<file path="config.mk">
export PLATFORM = sky130hd
export DESIGN_NAME = hazard_fwd_unit
export DESIGN_NICKNAME = d
export VERILOG_FILES = /design/src/rtl/hzd_pkg.sv /design/src/rtl/hzd_fwd_pick.sv /design/src/rtl/hzd_stall_detect.sv /design/src/rtl/hzd_branch_ctl.sv /design/src/rtl/hazard_fwd_unit.sv
export SDC_FILE = /design/constraint.sdc
export NUM_CORES = 1
export LEC_CHECK = 0
export BUFFER_PORTS_ARGS = -buffer_cell sky130_fd_sc_hd__buf_2
export CORE_AREA = 2 2 59 61
export DETAILED_ROUTE_END_ITERATION = 7
export DIE_AREA = 0 0 61 63
export GPL_ROUTABILITY_DRIVEN = 0
export PLACE_DENSITY = 0.9
export SYNTH_ARGS = -nofsm -noshare
export SYNTH_HDL_FRONTEND = slang
export SYNTH_SLANG_ARGS = --single-unit
</file>
<file path="constraint.sdc">
create_clock -name vclk -period 1.94
set_input_delay 0.194 -clock vclk [all_inputs]
set_output_delay 0.194 -clock vclk [all_outputs]
set_load 0.005 [all_outputs]
</file>
<file path="src/rtl/hzd_pkg.sv">
package hzd_pkg;
   typedef enum logic [1:0] {
      FS_REG = 2'd0,
      FS_MEM = 2'd1,
      FS_WB  = 2'd2
   } fwd_src_e;
endpackage

</file>
<file path="src/rtl/hzd_fwd_pick.sv">
module hzd_fwd_pick
   import hzd_pkg::*;
#(
   parameter int AW = 5
) (
   input  logic [AW-1:0] src,
   input  logic [AW-1:0] mem_rd,
   input  logic          mem_ok,
   input  logic [AW-1:0] wb_rd,
   input  logic          wb_ok,
   output fwd_src_e      sel
);
   logic src_live;
   logic mem_hit;
   logic wb_hit;

   assign src_live = |src;
   assign mem_hit  = src_live && mem_ok && (mem_rd == src);
   assign wb_hit   = src_live && wb_ok && (wb_rd == src);

   always_comb begin
      if (mem_hit)     sel = FS_MEM;
      else if (wb_hit) sel = FS_WB;
      else             sel = FS_REG;
   end

   always_comb begin
      if (!src_live)
         assert_zero_src_R4: assert (sel == FS_REG);
      if (sel == FS_WB)
         assert_young_first_R3: assert (!(mem_ok && (mem_rd == src)));
   end
endmodule

</file>
<file path="src/rtl/hzd_stall_detect.sv">
module hzd_stall_detect #(
   parameter int AW   = 5,
   parameter int NSRC = 2
) (
   input  logic [NSRC-1:0][AW-1:0] srcs,
   input  logic [NSRC-1:0]         uses,
   input  logic                    id_branch,
   input  logic [AW-1:0]           ex_rd,
   input  logic                    ex_wen,
   input  logic                    ex_load,
   input  logic [AW-1:0]           mem_rd,
   input  logic                    mem_wen,
   input  logic                    mem_load,
   output logic                    stall
);
   logic [NSRC-1:0] ex_hit;
   logic [NSRC-1:0] mld_hit;
   logic            load_use;
   logic            br_wait;

   for (genvar i = 0; i < NSRC; i++) begin : g_src
      assign ex_hit[i]  = uses[i] && (|srcs[i]) && ex_wen && (ex_rd == srcs[i]);
      assign mld_hit[i] = uses[i] && (|srcs[i]) && mem_wen && mem_load
                          && (mem_rd == srcs[i]);
   end

   assign load_use = ex_load && (|ex_hit);
   assign br_wait  = id_branch && (ex_hit[0] || mld_hit[0]);
   assign stall    = load_use || br_wait;

   always_comb begin
      if (!(|uses))
         assert_unused_no_stall_R11: assert (!stall);
   end
endmodule

</file>
<file path="src/rtl/hzd_branch_ctl.sv">
module hzd_branch_ctl
   import hzd_pkg::*;
#(
   parameter int XLEN = 32
) (
   input  fwd_src_e        sel,
   input  logic [XLEN-1:0] rf_val,
   input  logic [XLEN-1:0] mem_val,
   input  logic [XLEN-1:0] wb_val,
   input  logic            id_branch,
   input  logic            br_zero,
   input  logic            stall,
   output logic            take
);
   logic [XLEN-1:0] opnd;
   logic            is_zero;

   always_comb begin
      unique case (sel)
         FS_MEM:  opnd = mem_val;
         FS_WB:   opnd = wb_val;
         default: opnd = rf_val;
      endcase
   end

   assign is_zero = (opnd == '0);
   assign take    = id_branch && !stall && (br_zero ? is_zero : !is_zero);
endmodule

</file>
<file path="src/rtl/hazard_fwd_unit.sv">
module hazard_fwd_unit
   import hzd_pkg::*;
#(
   parameter int REG_AW       = 5,
   parameter int XLEN         = 32,
   parameter bit WB_TO_ID_FWD = 1'b1
) (
   input  logic [REG_AW-1:0] id_rs1,
   input  logic [REG_AW-1:0] id_rs2,
   input  logic              id_use_rs1,
   input  logic              id_use_rs2,
   input  logic              id_branch,
   input  logic              id_br_zero,
   input  logic [REG_AW-1:0] ex_rs1,
   input  logic [REG_AW-1:0] ex_rs2,
   input  logic [REG_AW-1:0] ex_rd,
   input  logic              ex_wen,
   input  logic              ex_load,
   input  logic [REG_AW-1:0] mem_rd,
   input  logic              mem_wen,
   input  logic              mem_load,
   input  logic [REG_AW-1:0] wb_rd,
   input  logic              wb_wen,
   input  logic [XLEN-1:0]   rf_rs1_val,
   input  logic [XLEN-1:0]   mem_alu_val,
   input  logic [XLEN-1:0]   wb_val,
   output logic [1:0]        fwd_a,
   output logic [1:0]        fwd_b,
   output logic [1:0]        fwd_br,
   output logic              pc_hold,
   output logic              ifid_hold,
   output logic              idex_bubble,
   output logic              take_target
);
   localparam int NSRC = 2;

   if (REG_AW < 1 || REG_AW > 8) begin : g_bad_aw
      $error("hazard_fwd_unit: REG_AW out of range");
   end
   if (XLEN < 1) begin : g_bad_xlen
      $error("hazard_fwd_unit: XLEN must be positive");
   end

   logic [NSRC-1:0][REG_AW-1:0] ex_srcs;
   logic [NSRC-1:0][REG_AW-1:0] id_srcs;
   logic [NSRC-1:0]             id_uses;
   fwd_src_e [NSRC-1:0]         ex_sel;
   fwd_src_e                    br_sel;
   logic                        stall;
   logic                        mem_alu_ok;
   logic                        br_wb_ok;

   assign ex_srcs    = {ex_rs2, ex_rs1};
   assign id_srcs    = {id_rs2, id_rs1};
   assign id_uses    = {id_use_rs2, id_use_rs1 | id_branch};
   assign mem_alu_ok = mem_wen && !mem_load;

   if (WB_TO_ID_FWD) begin : g_br_wb
      assign br_wb_ok = wb_wen;
   end else begin : g_br_rf
      assign br_wb_ok = 1'b0;
   end

   for (genvar i = 0; i < NSRC; i++) begin : g_ex_fwd
      hzd_fwd_pick #(.AW(REG_AW)) u_pick (
         .src    (ex_srcs[i]),
         .mem_rd (mem_rd),
         .mem_ok (mem_wen),
         .wb_rd  (wb_rd),
         .wb_ok  (wb_wen),
         .sel    (ex_sel[i])
      );
   end

   hzd_fwd_pick #(.AW(REG_AW)) u_br_pick (
      .src    (id_rs1),
      .mem_rd (mem_rd),
      .mem_ok (mem_alu_ok),
      .wb_rd  (wb_rd),
      .wb_ok  (br_wb_ok),
      .sel    (br_sel)
   );

   hzd_stall_detect #(.AW(REG_AW), .NSRC(NSRC)) u_stall (
      .srcs      (id_srcs),
      .uses      (id_uses),
      .id_branch (id_branch),
      .ex_rd     (ex_rd),
      .ex_wen    (ex_wen),
      .ex_load   (ex_load),
      .mem_rd    (mem_rd),
      .mem_wen   (mem_wen),
      .mem_load  (mem_load),
      .stall     (stall)
   );

   hzd_branch_ctl #(.XLEN(XLEN)) u_br (
      .sel       (br_sel),
      .rf_val    (rf_rs1_val),
      .mem_val   (mem_alu_val),
      .wb_val    (wb_val),
      .id_branch (id_branch),
      .br_zero   (id_br_zero),
      .stall     (stall),
      .take      (take_target)
   );

   assign fwd_a       = ex_sel[0];
   assign fwd_b       = ex_sel[1];
   assign fwd_br      = br_sel;
   assign pc_hold     = stall;
   assign ifid_hold   = stall;
   assign idex_bubble = stall;

   always_comb begin
      if (take_target)
         assert_slot_kept_R10: assert (!ifid_hold);
      assert_load_branch_wait_R8: assert (stall || !(id_branch && mem_wen && mem_load
                                  && (|id_rs1) && (mem_rd == id_rs1)));
      assert_load_use_wait_R5: assert (stall || !(ex_load && ex_wen && id_use_rs2
                               && (|id_rs2) && (ex_rd == id_rs2)));
      if (br_sel == FS_MEM)
         assert_no_load_bypass_R9: assert (!mem_load);
   end
endmodule

</file>
== Word-level counts from Yosys, hierarchy flattened ==
Index checks and enable logic that the tools add are counted.
W data, S select, Z words.

* Mux-type cells: 8
* Bitwise gates (word level): 1
* Eq/ne operators: 10
* Reductions and logical operators: 37

{| class="wikitable"
|+ Operators by type and width
! kind !! count
|-
| $pmux W32 S2 || 1
|-
| $eq A5 B5 Y1 || 8
|-
| $logic_not A32 Y1 || 1
|-
| $logic_and A1 B1 Y1 || 26
|-
| $reduce_or A5 Y1 || 4
|-
| $mux W2 || 6
|-
| $logic_not A1 Y1 || 3
|-
| $eq A2 B1 Y1 const B || 1
|-
| $eq A2 B2 Y1 const B || 1
|-
| $logic_or A1 B1 Y1 || 2
|-
| $reduce_or A2 Y1 || 1
|-
| $mux W1 || 1
|-
| $or A1 B1 Y1 || 1
|}

* Input port bits: 140
* Word-level logic and storage cells: 56
* Bits in registers: 0
* Output and inout bits: 10

== Longest topological paths before layout ==
Gate-level depths: netlist of run 1.

* Word-level depth: 11
* Gate-level depth with buffers: 6
* Mapped depth without buffers: 6

== Modules after synthesis ==
From an unflattened synthesis of run 1, not the netlist that was laid out.

* Cell total of the unflattened synthesis: 135
* Area total of the unflattened synthesis: 985.9 um^2

{| class="wikitable"
|+ Modules (own cells, without submodules)
! module !! cells each !! instances !! area each (um^2) !! sequential area each (um^2)
|-
| hzd_fwd_pick || 19 || 3 || 146.4 || 0.0
|-
| hzd_branch_ctl || 45 || 1 || 306.5 || 0.0
|-
| hzd_stall_detect || 29 || 1 || 212.7 || 0.0
|-
| hazard_fwd_unit || 4 || 1 || 27.5 || 0.0
|}

== Worst setup path after synthesis of run 1 ==
OpenSTA, ideal clock, no wires.

* Path kind: input to output
* From: input id_rs1[1]
* To: output take_target
* Setup slack: 0.163 ns
* Arrival: 1.583 ns
* Stages: 6
* Required time: 1.746 ns
* Cells stage by stage: or4_4 > nor2_4 > nor4_1 > mux2_4 > o2111a_1 > a21o_1

* Longest elaborated chain between the ends: 11
* Elaborated cells between the ends (all ways): 30
* Classes of those cells: eq/ne: 5; mux: 4; reduce/logical: 21

{| class="wikitable"
|+ RTL lines
! what !! line !! text
|-
| start, declared || hazard_fwd_unit.sv:8 || <nowiki>input logic [REG_AW-1:0] id_rs1,</nowiki>
|-
| $reduce_or A5 Y1 || hzd_fwd_pick.sv:17, hzd_stall_detect.sv:22, hzd_stall_detect.sv:23 ||
|-
| $logic_and A1 B1 Y1, on equally long branches || hzd_fwd_pick.sv:19, hzd_stall_detect.sv:22, hzd_stall_detect.sv:23 ||
|-
| $logic_and A1 B1 Y1, on equally long branches || hzd_fwd_pick.sv:19, hzd_stall_detect.sv:23 ||
|-
| $mux W2 or $logic_and A1 B1 Y1 (tied branches) || hzd_fwd_pick.sv:23, hzd_stall_detect.sv:23 ||
|-
| $mux W2 or $logic_and A1 B1 Y1 (tied branches) || hzd_fwd_pick.sv:22, hzd_stall_detect.sv:24 ||
|-
| $eq A2 B2 Y1 (tied with other cells) || hzd_branch_ctl.sv:19 || <nowiki>unique case (sel)</nowiki>
|-
| $pmux W32 S2 or $logic_and A1 B1 Y1 (tied branches) || hzd_branch_ctl.sv:19, hzd_stall_detect.sv:28 ||
|-
| $logic_not A32 Y1 or $logic_or A1 B1 Y1 (tied branches) || hzd_branch_ctl.sv:26, hzd_stall_detect.sv:29 ||
|-
| $logic_not A1 Y1 || hzd_branch_ctl.sv:27 || <nowiki>assign take = id_branch && !stall && (br_zero ? is_zero : !is_zero);</nowiki>
|-
| $mux W1 or $logic_and A1 B1 Y1 (tied branches) || hzd_branch_ctl.sv:27 ||
|-
| $logic_and A1 B1 Y1 (*) || hzd_branch_ctl.sv:27 ||
|-
| end, declared || hazard_fwd_unit.sv:33 || <nowiki>output logic take_target</nowiki>
|}

Mark *: on every way between the ends. The rest lies on a longest branch, timed or not.

== Worst setup path in the final report of run 1 ==
Same ends and word-level chain as after synthesis.

==> run metrics, run 1 <==
critical path's most frequent cell buf_2; Antenna Diode Count 0; slowest CP cell or4_4; Core Area 3230 um2; CP required 1.75 ns; Post-Syn Area 852 um2; final worst slack -0.0940 ns; GRT Overall Usage 0.191; layout cells sized above 1 0.615; final hold viol count 0; post-synthesis sequential area ratio 0; largest net degree at the start of global routing 6; effective utilization at floorplan 0.264; area leader, netlist xnor2_1; max-slew violations 0; Slew headroom 0.750; P per Cell Area 177 nW/um2; Worst Path Arrival 1.84 ns; Sw Share 0.416; post-route cell area 1730 um2; Post-Place Worst Slack -0.185 ns; drt initial violations 52; # rows 21; Max VDD drop 0.0000811 V; Max FO, Critical Path 3; DR DRC count 0; First-pass DRT Iterations 4; Routed WL 3890 um; post-route insts no fill 319; yosys warns 0; clock buffer count 0; Die W 61 um; Remaining Overflow, GRT 0; Worst Setup End Kind output port; vias in the first global route 1544; Internal 0.179 mW; endpoints failing setup 1; Unique masters post-synth 22; CP Launch Type input port; Core Util, Final 0.535; syn_nets 259; I/O Buffers 150; worst-margin pin slew 0.371 ns; worst setup path category in -> out; initial antenna violation count 0; placed cell area 1690 um2; CP Cell Sequence buf_2, or4_4, nor2_4, nor4_2, mux2_4, o2111a_1, a21o_1, buf_2; Area Growth Syn to Fin 103%; Period minus WS final 2.03 ns; global-route wire length before repair 5950 um; dpl hpwl 3660 um; NetSw 0.127 mW; FF+latch count 0; status finished, violations left; final net count 415; Synth area leaders xnor2_1, nor4_1, nand4_1, xor2_1, buf_4; quantity of hold-fixing buffers added after cts 0; Storage cell area 0 um2; Die Span Y 63 um; Final period util 1.05; DR vias 1540; I/O pins 150; Final ANT Viol Nets 0; syn avg cell area 7.16 um2; Synth top area share 0.329; Pleak 0.837 nW; Hold Path Class in -> out; area of the die 3840 um2; layout filler cell count 337; logic gate share of total power 1.000; Sequential Power Share 0; via/cell ratio 4.83; failing checks setup timing; unrepaired setup endpoints after global routing yes; Clk pwr share 0; max_cap viols 0; setup TNS -0.0940 ns; fmax 492 MHz; most instantiated cells after synthesis nor4_1, xnor2_1, nand4_1; wire per inst 12.2 um; slowest stage delay, CP 0.54 ns; cell count after synthesis 119; placed insts 319
[layout make-up]
class | instances | area [um2] | area share
multi-input cells | 113 | 846 | 0.489
repair buffers | 159 | 822 | 0.475
inverters | 1 | 3.75 | 0.00217
well taps | 46 | 57.6 | 0.0333
[critical path, delay by kind of cell]
family / cells / cell delay, ns
compound gates: 2 / 0.36
buf+inv: 2 / 0.24
mux: 1 / 0.30
simple gates: 3 / 0.74
[metal layers]
metal  vias to the layer above  track usage  routed length [um]
met5                         -            0                   0
met4                         0       0.0353                  31
met3                         4       0.0186                 280
met2                        84        0.384                2130
met1                       673        0.201                1450
li1                        779            -                   -
[metrics by stage]
stage          total power, mW  hold WS [ns]
2_1_floorplan            0.100         0.470
3_3_place_gp             0.292         0.688
3_5_place_dp             0.300         0.694
4_1_cts                  0.303         0.673
5_1_grt                  0.336         0.695
6_report                 0.306         0.684
[cells by family (layout without fill, tap and decap cells)]
| logic type | count (synthesis) | in the layout | share of synthesized area |
|---|---|---|---|
| mux | 1 | 1 | 0.0176 |
| buf+inv | 6 | 160 | 0.0485 |
| compound gates | 9 | 9 | 0.0719 |
| xor+xnor | 39 | 39 | 0.401 |
| simple gates | 64 | 64 | 0.461 |
[power by group through the flow]
stage               Clock [mW]  Combinational, mW  Sequential (mW)
floorplan                    0              0.100                0
global placement             0              0.292                0
detailed placement           0              0.300                0
CTS                          0              0.303                0
global route                 0              0.336                0
finish                       0              0.306                0
[final timing paths]
| check | cells after the start | endpoint | start |
|---|---|---|---|
| setup / recovery | 8 | take_target | id_rs1[1] |
| hold / removal | 3 | fwd_br[0] | mem_load |
[cells in the final DEF (no fill, tap or decap), types with 2 or more instances in the layout]
cell type,count
o21ai_0,3
xnor2_1,32
xor2_1,7
nand4_1,14
buf_4,8
buf_2,150
nor2_1,6
nor4_2,2
nand2_1,4
nor4_1,29
or4_1,2
nor2b_1,2
[timing repair]
item | CTS | global route
resized for setup | 2 | 5
pin swaps | 0 | 1
endpoints found under the setup margin | 1 | 4
setup buffers | 0 | 0
Note: power is estimated with default switching activity, not from simulation.
==> run 2: changes to the inputs <==
REMOVE_ABC_BUFFERS = 1   (was unset)
==> run 2 against run 1 <==
The run still ends with setup timing left. Final cell count up 1.3%. Sequential share of layout area did not move. Utilization up 1.7 points. Design area rose by 3.2%. Routed wire length rose by 2.4%. Count of clock-buffer cells in the layout is the same. Worst hold slack better by 0.033 ns.
==> run metrics, run 2 (synthesis gave the netlist of run 1 again) <==
status finished, violations left; failing checks setup timing; Core Area 3230 um2; CP Cell Sequence buf_8, or4_4, nor2_4, nor4_4, mux2_4, o2111a_1, a21o_1, buf_2; Area Growth Syn to Fin 109%; P per Cell Area 180 nW/um2; worst-margin pin slew 0.375 ns; final worst slack -0.113 ns; max-slew violations 0; slowest stage delay, CP 0.54 ns; worst setup path category in -> out; layout cells sized above 1 0.621; Remaining Overflow, GRT 0; Internal 0.187 mW; Clk pwr share 0; Worst Path Arrival 1.86 ns; Crit path buffers/inverters 2; I/O pins 150; area of the die 3840 um2; commonest non-fill, non-tap cell in the layout buf_2; wire per inst 12.3 um; quantity of hold-fixing buffers added after cts 0; Sw Share 0.416; largest net degree at the start of global routing 6; clock buffer count 0; effective utilization at floorplan 0.264; DR DRC count 0; drt initial violations 23; DR vias 1570; delay-heaviest family, CP simple AND/OR/NAND/NOR gates; CP Launch Type input port; FF+latch count 0; Storage cell area 0 um2; Hold Path Sink fwd_b[1]; Post-Place Worst Slack -0.139 ns; Hold Path Class in -> out; NetSw 0.134 mW; via/cell ratio 4.86; Pleak 0.862 nW; max_cap viols 0; setup TNS -0.113 ns; Period minus WS final 2.05 ns; Slew headroom 0.747; Sequential Power Share 0; final hold viol count 0; area of the multi-input gates 855 um2; endpoints failing setup 1; Die Span Y 63 um; most frequent cells in the layout buf_2, xnor2_1, nor4_1; Antenna Diode Count 0; # rows 21; First-pass DRT Iterations 4; Max FO, Critical Path 4; final net count 419; Die W 61 um; GRT Overall Usage 0.206; initial antenna violation count 0; Worst Setup End Kind output port; Pwr Total 0.321 mW; Routed WL 3980 um; slowest CP cell or4_4; Final period util 1.06; Final ANT Viol Nets 0; logic gate share of total power 1.000; layout filler cell count 314; unrepaired setup endpoints after global routing yes; hold depth 4; Setup Buffers After CTS 0; Core Util, Final 0.552; CP required 1.75 ns; fmax 487 MHz; vias in the first global route 1614; Hold Startpoint wb_wen; Max VDD drop 0.0000921 V; global-route wire length before repair 6400 um; dpl hpwl 3770 um; I/O Buffers 150
==> run 2: changes by cell type in the layout (fill, tap and decap cells not counted), sizes merged <==
cell  delta
buf      +4
==> run 2: worst max path at each step <==
| stage | slack (ns) | endpoint | cells past startpoint | start |
|---|---|---|---|---|
| 2_1_floorplan | 0.16 | take_target | 6 | id_rs1[1] |
| 3_3_place_gp | -0.08 | take_target | 8 | id_rs1[1] |
| 3_5_place_dp | -0.14 | take_target | 8 | id_rs1[4] |
| 4_1_cts | -0.1 | take_target | 8 | id_rs1[1] |
| 5_1_grt | -0.17 | take_target | 9 | id_rs1[2] |
| 6_report | -0.11 | take_target | 8 | id_rs1[2] |
==> run 2: metrics by stage <==
| step | hold slack [ns] | area (um2) | cells |
|---|---|---|---|
| 2_1_floorplan | 0.452 | 815 | 114 |
| 3_3_place_gp | 0.711 | 1720 | 323 |
| 3_5_place_dp | 0.713 | 1720 | 323 |
| 4_1_cts | 0.713 | 1730 | 323 |
| 5_1_grt | 0.756 | 1780 | 323 |
| 6_report | 0.717 | 1780 | 323 |
==> run 2: power by group through the flow <==
stage          clock network, mW  logic (mW)  registers (mW)
2_1_floorplan                  0      0.0978               0
3_3_place_gp                   0       0.298               0
3_5_place_dp                   0       0.308               0
4_1_cts                        0       0.310               0
5_1_grt                        0       0.354               0
6_report                       0       0.321               0
==> run 2: routing by layer <==
metal  wire length, um  part of all wire  vias to the layer above  global-route usage
li1                  -                 -                      788                   -
met1              1450              0.37                      699               0.216
met2              2190              0.55                       79               0.425
met3               315             0.079                        4              0.0228
met4                21            0.0053                        0              0.0217
met5                 0                 0                        -                   0
==> run 2: worst min-delay path, delay by kind of cell <==
| kind | cells | cell delay, ns |
|---|---|---|
| and+or+nand+nor | 2 | 0.09 |
| buffers and inverters | 2 | 0.24 |
==> run 2: area by class of cell <==
cell class	instances	area share
Timing Repair Buffer	163	0.487
Multi-Input combinational cell	113	0.479
Inverter	1	0.00210
Tap cell	46	0.0323
==> run 2: repair_timing <==
action / CTS / global route
endpoints found under the setup margin: 1 / 4
pin swaps: 0 / 6
resized for setup: 1 / 13
